===== src/rtl/sigdb_pkg.sv =====
package sigdb_pkg;
  // strobes from control to datapath
  typedef struct packed {
    logic load;    // accepted write this cycle
    logic bypass;  // debounce disabled
    logic age;     // advance age counters
    logic show;    // stored data may be shown
  } sigdb_strobe_t;
endpackage


===== src/rtl/sigdb_ctrl.sv =====
module sigdb_ctrl
  import sigdb_pkg::*;
#(
  parameter int NUM_CH     = 30,
  parameter int HOLD_TICKS = 3,
  localparam int CH_W      = $clog2(NUM_CH),
  localparam int HOLD_W    = $clog2(HOLD_TICKS + 1)
) (
  input  logic            clk,
  input  logic            rstN,
  input  logic            wrEn,
  input  logic [CH_W-1:0] wrCh,
  input  logic            syncOk,
  input  logic            dbEn,
  input  logic            tick2ms,
  output sigdb_strobe_t   strobe
);
  logic [HOLD_W-1:0] holdCnt;
  logic holdExpired;

  // count ticks since sync was lost; starts expired after reset
  always_ff @(posedge clk) begin
    if (!rstN) begin
      holdCnt <= HOLD_W'(HOLD_TICKS);
    end else if (syncOk) begin
      holdCnt <= '0;
    end else if (tick2ms && !holdExpired) begin
      holdCnt <= holdCnt + 1'b1;
    end
  end

  assign holdExpired = (holdCnt == HOLD_W'(HOLD_TICKS));

  always_comb begin
    strobe.load   = wrEn && syncOk && (32'(wrCh) < NUM_CH);
    strobe.bypass = !dbEn;
    strobe.age    = tick2ms;
    strobe.show   = syncOk || (dbEn && !holdExpired);
  end
endmodule


===== src/rtl/sigdb_datapath.sv =====
module sigdb_datapath
  import sigdb_pkg::*;
#(
  parameter int NUM_CH  = 30,
  parameter int NIB_W   = 4,
  parameter int AGE_MAX = 3,
  localparam int CH_W   = $clog2(NUM_CH),
  localparam int AGE_W  = $clog2(AGE_MAX + 1)
) (
  input  logic             clk,
  input  logic             rstN,
  input  sigdb_strobe_t    strobe,
  input  logic [CH_W-1:0]  wrCh,
  input  logic [NIB_W-1:0] wrNib,
  input  logic [CH_W-1:0]  rdCh,
  output logic [NIB_W-1:0] rdNib
);
  logic [NIB_W-1:0] storedNib [NUM_CH];

  for (genvar ch = 0; ch < NUM_CH; ch++) begin : g_chan
    logic [NIB_W-1:0] pendNib;
    logic [AGE_W-1:0] age;
    logic sel, aged;

    assign sel  = strobe.load && (wrCh == CH_W'(ch));
    assign aged = (age == AGE_W'(AGE_MAX));

    always_ff @(posedge clk) begin
      if (!rstN) begin
        storedNib[ch] <= '1;
        pendNib       <= '1;
        age           <= '0;
      end else if (sel && strobe.bypass) begin
        storedNib[ch] <= wrNib;
        pendNib       <= wrNib;
        age           <= '0;
      end else if (sel && (wrNib != pendNib)) begin
        pendNib <= wrNib;
        age     <= '0;
      end else begin
        if (sel && aged) storedNib[ch] <= pendNib;
        if (strobe.age && !aged) age <= age + 1'b1;
      end
    end
  end

  always_comb begin
    rdNib = '1;
    for (int ch = 0; ch < NUM_CH; ch++) begin
      if (strobe.show && (rdCh == CH_W'(ch))) rdNib = storedNib[ch];
    end
  end
endmodule


===== src/rtl/sigdb_store.sv =====
module sigdb_store
  import sigdb_pkg::*;
(
  input  logic       clk,
  input  logic       rstN,
  input  logic       wrEn,
  input  logic [4:0] wrCh,
  input  logic [3:0] wrNib,
  input  logic       syncOk,
  input  logic       dbEn,
  input  logic       tick2ms,
  input  logic [4:0] rdCh,
  output logic [3:0] rdNib,
  output logic       rdValid
);
  localparam int NUM_CH = 30;
  sigdb_strobe_t strobe;

  sigdb_ctrl #(.NUM_CH(NUM_CH), .HOLD_TICKS(3)) u_ctrl (
    .clk(clk), .rstN(rstN), .wrEn(wrEn), .wrCh(wrCh), .syncOk(syncOk),
    .dbEn(dbEn), .tick2ms(tick2ms), .strobe(strobe)
  );

  sigdb_datapath #(.NUM_CH(NUM_CH), .NIB_W(4), .AGE_MAX(3)) u_dp (
    .clk(clk), .rstN(rstN), .strobe(strobe), .wrCh(wrCh), .wrNib(wrNib),
    .rdCh(rdCh), .rdNib(rdNib)
  );

  assign rdValid = strobe.show;
endmodule


===== config.mk =====
export PLATFORM = sky130hd
export DESIGN_NAME = sigdb_store
export DESIGN_NICKNAME = d
export VERILOG_FILES = /design/src/rtl/sigdb_pkg.sv /design/src/rtl/sigdb_ctrl.sv /design/src/rtl/sigdb_datapath.sv /design/src/rtl/sigdb_store.sv
export SDC_FILE = /design/constraint.sdc
export NUM_CORES = 1
export LEC_CHECK = 0
export ABC_AREA = 1
export BUFFER_PORTS_ARGS = -buffer_cell sky130_fd_sc_hd__buf_4
export CORE_UTILIZATION = 40
export DETAILED_ROUTE_END_ITERATION = 8
export GPL_TIMING_DRIVEN = 1
export PLACE_DENSITY_LB_ADDON = 0.05
export SETUP_SLACK_MARGIN = 0.2
export SLEW_MARGIN = 20
export SYNTH_ARGS = -nofsm -noshare
export SYNTH_HDL_FRONTEND = slang
export SYNTH_HIERARCHICAL = 1
export SYNTH_SLANG_ARGS = --single-unit

===== constraint.sdc =====
create_clock -name clk -period 4.28 [get_ports clk]
set_input_delay 1.284 -clock clk [delete_from_list [all_inputs] [get_ports clk]]
set_output_delay 1.284 -clock clk [all_outputs]
set_load 0.03 [all_outputs]

==> impl_metrics.env <==
export IMPL_outcome="complete, but fails checks"
export IMPL_violations="setup timing"
export IMPL_dp_cells=2689
export IMPL_hold_path_endpoint="u_dp/g_chan[18].age[1]"
export IMPL_worstMarginPinSlew_ns=0.8388
export IMPL_drc_errors=0
export IMPL_synth_top_family_by_area="simple AND/OR/NAND/NOR gates"
export IMPL_dp_hpwl_mm=33.58
export IMPL_ir_drop_mv=0.2523
export IMPL_cp_common_cell="nand2_1"
export IMPL_fin_cells=2758
export IMPL_yosys_area_share_simple_pct=23.74
export IMPL_yosysWarnings=6
export IMPL_portBuffers=24
export IMPL_multi_input_area_um2=7486
export IMPL_ant_nets=0
export IMPL_drive_gt1_share_pct=10.93
export IMPL_diodes=0
export IMPL_path_clk_slew_ns=0.06
export IMPL_crit_slowest_cell="o21ai_4"
export IMPL_mostFrequentLayoutCells="nand2_1 (402), nor2_1 (326), inv_1 (313)"
export IMPL_grt_overflow_total=0
export IMPL_wirelength_mm=48.17
export IMPL_r2r_start="u_dp/g_chan[11].pendNib[2]"
export IMPL_dieHeight_um=203.0
export IMPL_ff2ff_path_depth=8
export IMPL_slew_headroom_pct=44.08
export IMPL_synth_fa_ha_area_share_pct=2.399
export IMPL_synth_seq_area_share_pct=44.83
export IMPL_p_per_area_nw_per_um2=372.2
export IMPL_finalWorstSetupSlack_ns=-0.6648
export IMPL_num_vias=14090
export IMPL_area_delta_synth_final_pct=16.48
export IMPL_synthCells=2128
export IMPL_synth_edf_count=120
export IMPL_cts_buffers=37
export IMPL_grt_busiest_layer="met2"
export IMPL_hp_class="flip-flop to flip-flop"
export IMPL_met1_usage_pct=33.62
export IMPL_nets=2255
export IMPL_synth_seq_cells=302
export IMPL_drtIter0Drc=1083
export IMPL_skew_ns=0.01366
export IMPL_grt_pass1_vias=13040
export IMPL_routedWlPerCell_um=17.47
export IMPL_setup_viol_count_final=4
export IMPL_worstPathMaxFanout=6
export IMPL_grt_setup_unrepaired="yes"
export IMPL_critical_path_required_ns=3.00
export IMPL_synth_compound_area_share_pct=13.64
export IMPL_die_width_um=203.0
export IMPL_crit_type="input port to output port"
export IMPL_worstSetupStartpoint="dbEn"
export IMPL_maxSlewViolCount=0
export IMPL_cts_tree="done"
export IMPL_final_util_pct=47.29
export IMPL_final_common_cell="nand2_1"
export IMPL_pin_count=25
export IMPL_async_flop_share_pct=0
export IMPL_gp_congestion=0.8455
export IMPL_regArea_um2=7247
export IMPL_fmax_mhz=202.2
export IMPL_drt_pass1_iter_count=5
export IMPL_cap_violations=0
export IMPL_grtUsageTotal_pct=23.51
export IMPL_fillCellCount=4003
export IMPL_cp_end_kind="output port"
export IMPL_max_stage_delay_ns=0.20
export IMPL_syn_area_per_cell_um2=7.597
export IMPL_hp_start="u_dp/g_chan[18].age[1]"
export IMPL_insertion_delay_ns=0.55
export IMPL_synth_area_um2=16170
export IMPL_grt_max_degree=128
export IMPL_finalCritPeriodShare_pct=115.5
export IMPL_gr_usage_met3_pct=3.387
export IMPL_timing_rr_end="u_dp/storedNib[0][44]"
export IMPL_start_util_pct=40.60
export IMPL_grt_first_pass_wirelength_mm=74.45
export IMPL_whs_path_depth=2
export IMPL_clk_path_buf_depth=3
export IMPL_met2_usage_pct=36.26
export IMPL_synth_xor_area_share_pct=5.743
export IMPL_power_leakage_nw=8.162
export IMPL_rows=73
export IMPL_timing_reg2reg_setup_slack_ns=1.87
export IMPL_h_tree_depth=2
export IMPL_clock_sinks=302
export IMPL_core_region_area_um2=39820
export IMPL_synthMuxAreaShare_pct=0
export IMPL_drt_vias_per_instance=5.109
export IMPL_synth_ff_type="dfxtp_1"
export IMPL_antenna_found_initial=0
export IMPL_root_buffer="clkbuf_16"
export IMPL_crit_path_start_kind="input port"
export IMPL_cp_arrival_ns=3.66
export IMPL_fin_tns_setup_ns=-2.553
export IMPL_yosys_cell_types_count=43
export IMPL_whs_ns=0.4591
export IMPL_synth_nets=2179
export IMPL_dieArea_um2=41230
export IMPL_hold_viol=0
export IMPL_fin_crit_ns=4.945
registers in the layout, indices dropped and copies added, names as in the netlist:
signal	flops
u_dp/g_chan.age	60
u_ctrl/holdCnt	2
u_dp/g_chan.pendNib	120
u_dp/storedNib	120
synthesized netlist by cell type (2+ instances only):
cell type  instances  share of area (%)
nor3_1            24               0.74
nor4_1            15               0.58
inv_1            320                7.4
dfxtp_1          182                 23
nor3b_1            2              0.093
inv_2              9               0.21
o41ai_4            2               0.34
xnor2_1           18               0.98
edfxtp_1         120                 22
o22ai_1           25               0.97
or2_2             15               0.58
a22oi_1           19               0.88
nand2_2            5               0.19
o211ai_1         121                5.6
o21ai_0           55                1.7
ha_1              31                2.4
clkbuf_1          58                1.3
nor2_2             5               0.19
nand2_1          417                9.7
o21ai_1           10               0.31
nor2_4             2               0.14
clkinv_1           2              0.046
or2_0              3               0.12
nand3_1           94                2.9
nand4_1           14               0.54
a31oi_1           10               0.39
nor2_1           329                7.6
nand3b_1           3               0.14
buf_1              8               0.19
buf_2             11               0.34
or2_1              2              0.077
a21oi_1           99                3.1
xor2_1            88                4.8
report_power, final:
part,internal (mW),switching [mW],total (mW)
Combinational,0.247,0.456,0.702
Sequential,3.09,0.0638,3.15
Clock,1.91,1.25,3.16
Total,5.24,1.77,7.01
stage by stage:
stage	area, um2	total power [mW]	worst slack, ns
global route	18830	7.297	-0.9432
finish	18830	7.008	-0.6648
detailed placement	17500	3.899	-0.9453
floorplan	16220	3.629	-0.3332
CTS	18790	7.103	-0.7344
global placement	17500	3.879	-0.9221
what timing repair did:
action,in CTS,in global routing
gates cloned,0,0
resized for setup,19,13
setup buffers,1,0
pin swaps,16,26
hold buffers,0,0
setup endpoints to repair,4,4
worst max-delay path: cells and delay by family:
| kind | cells | cell delay, ns |
|---|---|---|
| AOI/OAI and AO/OA | 2 | 0.33 |
| and+or+nand+nor | 24 | 1.73 |
| buffers and inverters | 4 | 0.33 |
logic make-up after synthesis:
family	count (synthesis)
AO/OA/AOI/OAI	347
buffers and inverters	410
adder cells (fa/ha/maj)	31
AND/OR/NAND/NOR	932
flip-flops	302
XOR/XNOR	106
worst max path at each step:
stage                to  slack [ns]
6_report       rdNib[1]       -0.66
5_1_grt        rdNib[2]       -0.94
4_1_cts        rdNib[1]       -0.73
3_5_place_dp   rdNib[2]       -0.95
3_3_place_gp   rdNib[2]       -0.92
2_1_floorplan  rdNib[2]       -0.33
routing by layer:
layer | share of wire (%) | vias to the layer above
li1 | - | 7112
met1 | 49 | 6604
met2 | 44 | 304
met3 | 4.9 | 72
met4 | 2.5 | 0
met5 | 0 | -
layout make-up:
class	count	area share, %
clock buffer	53	5.621
clock inverter	15	0.8372
inverter	332	6.711
multi-input combinational	1416	39.75
sequential	302	38.48
tap	525	3.488
timing repair buffer	115	5.103
No activity file was read; power rests on OpenSTA's default activity.
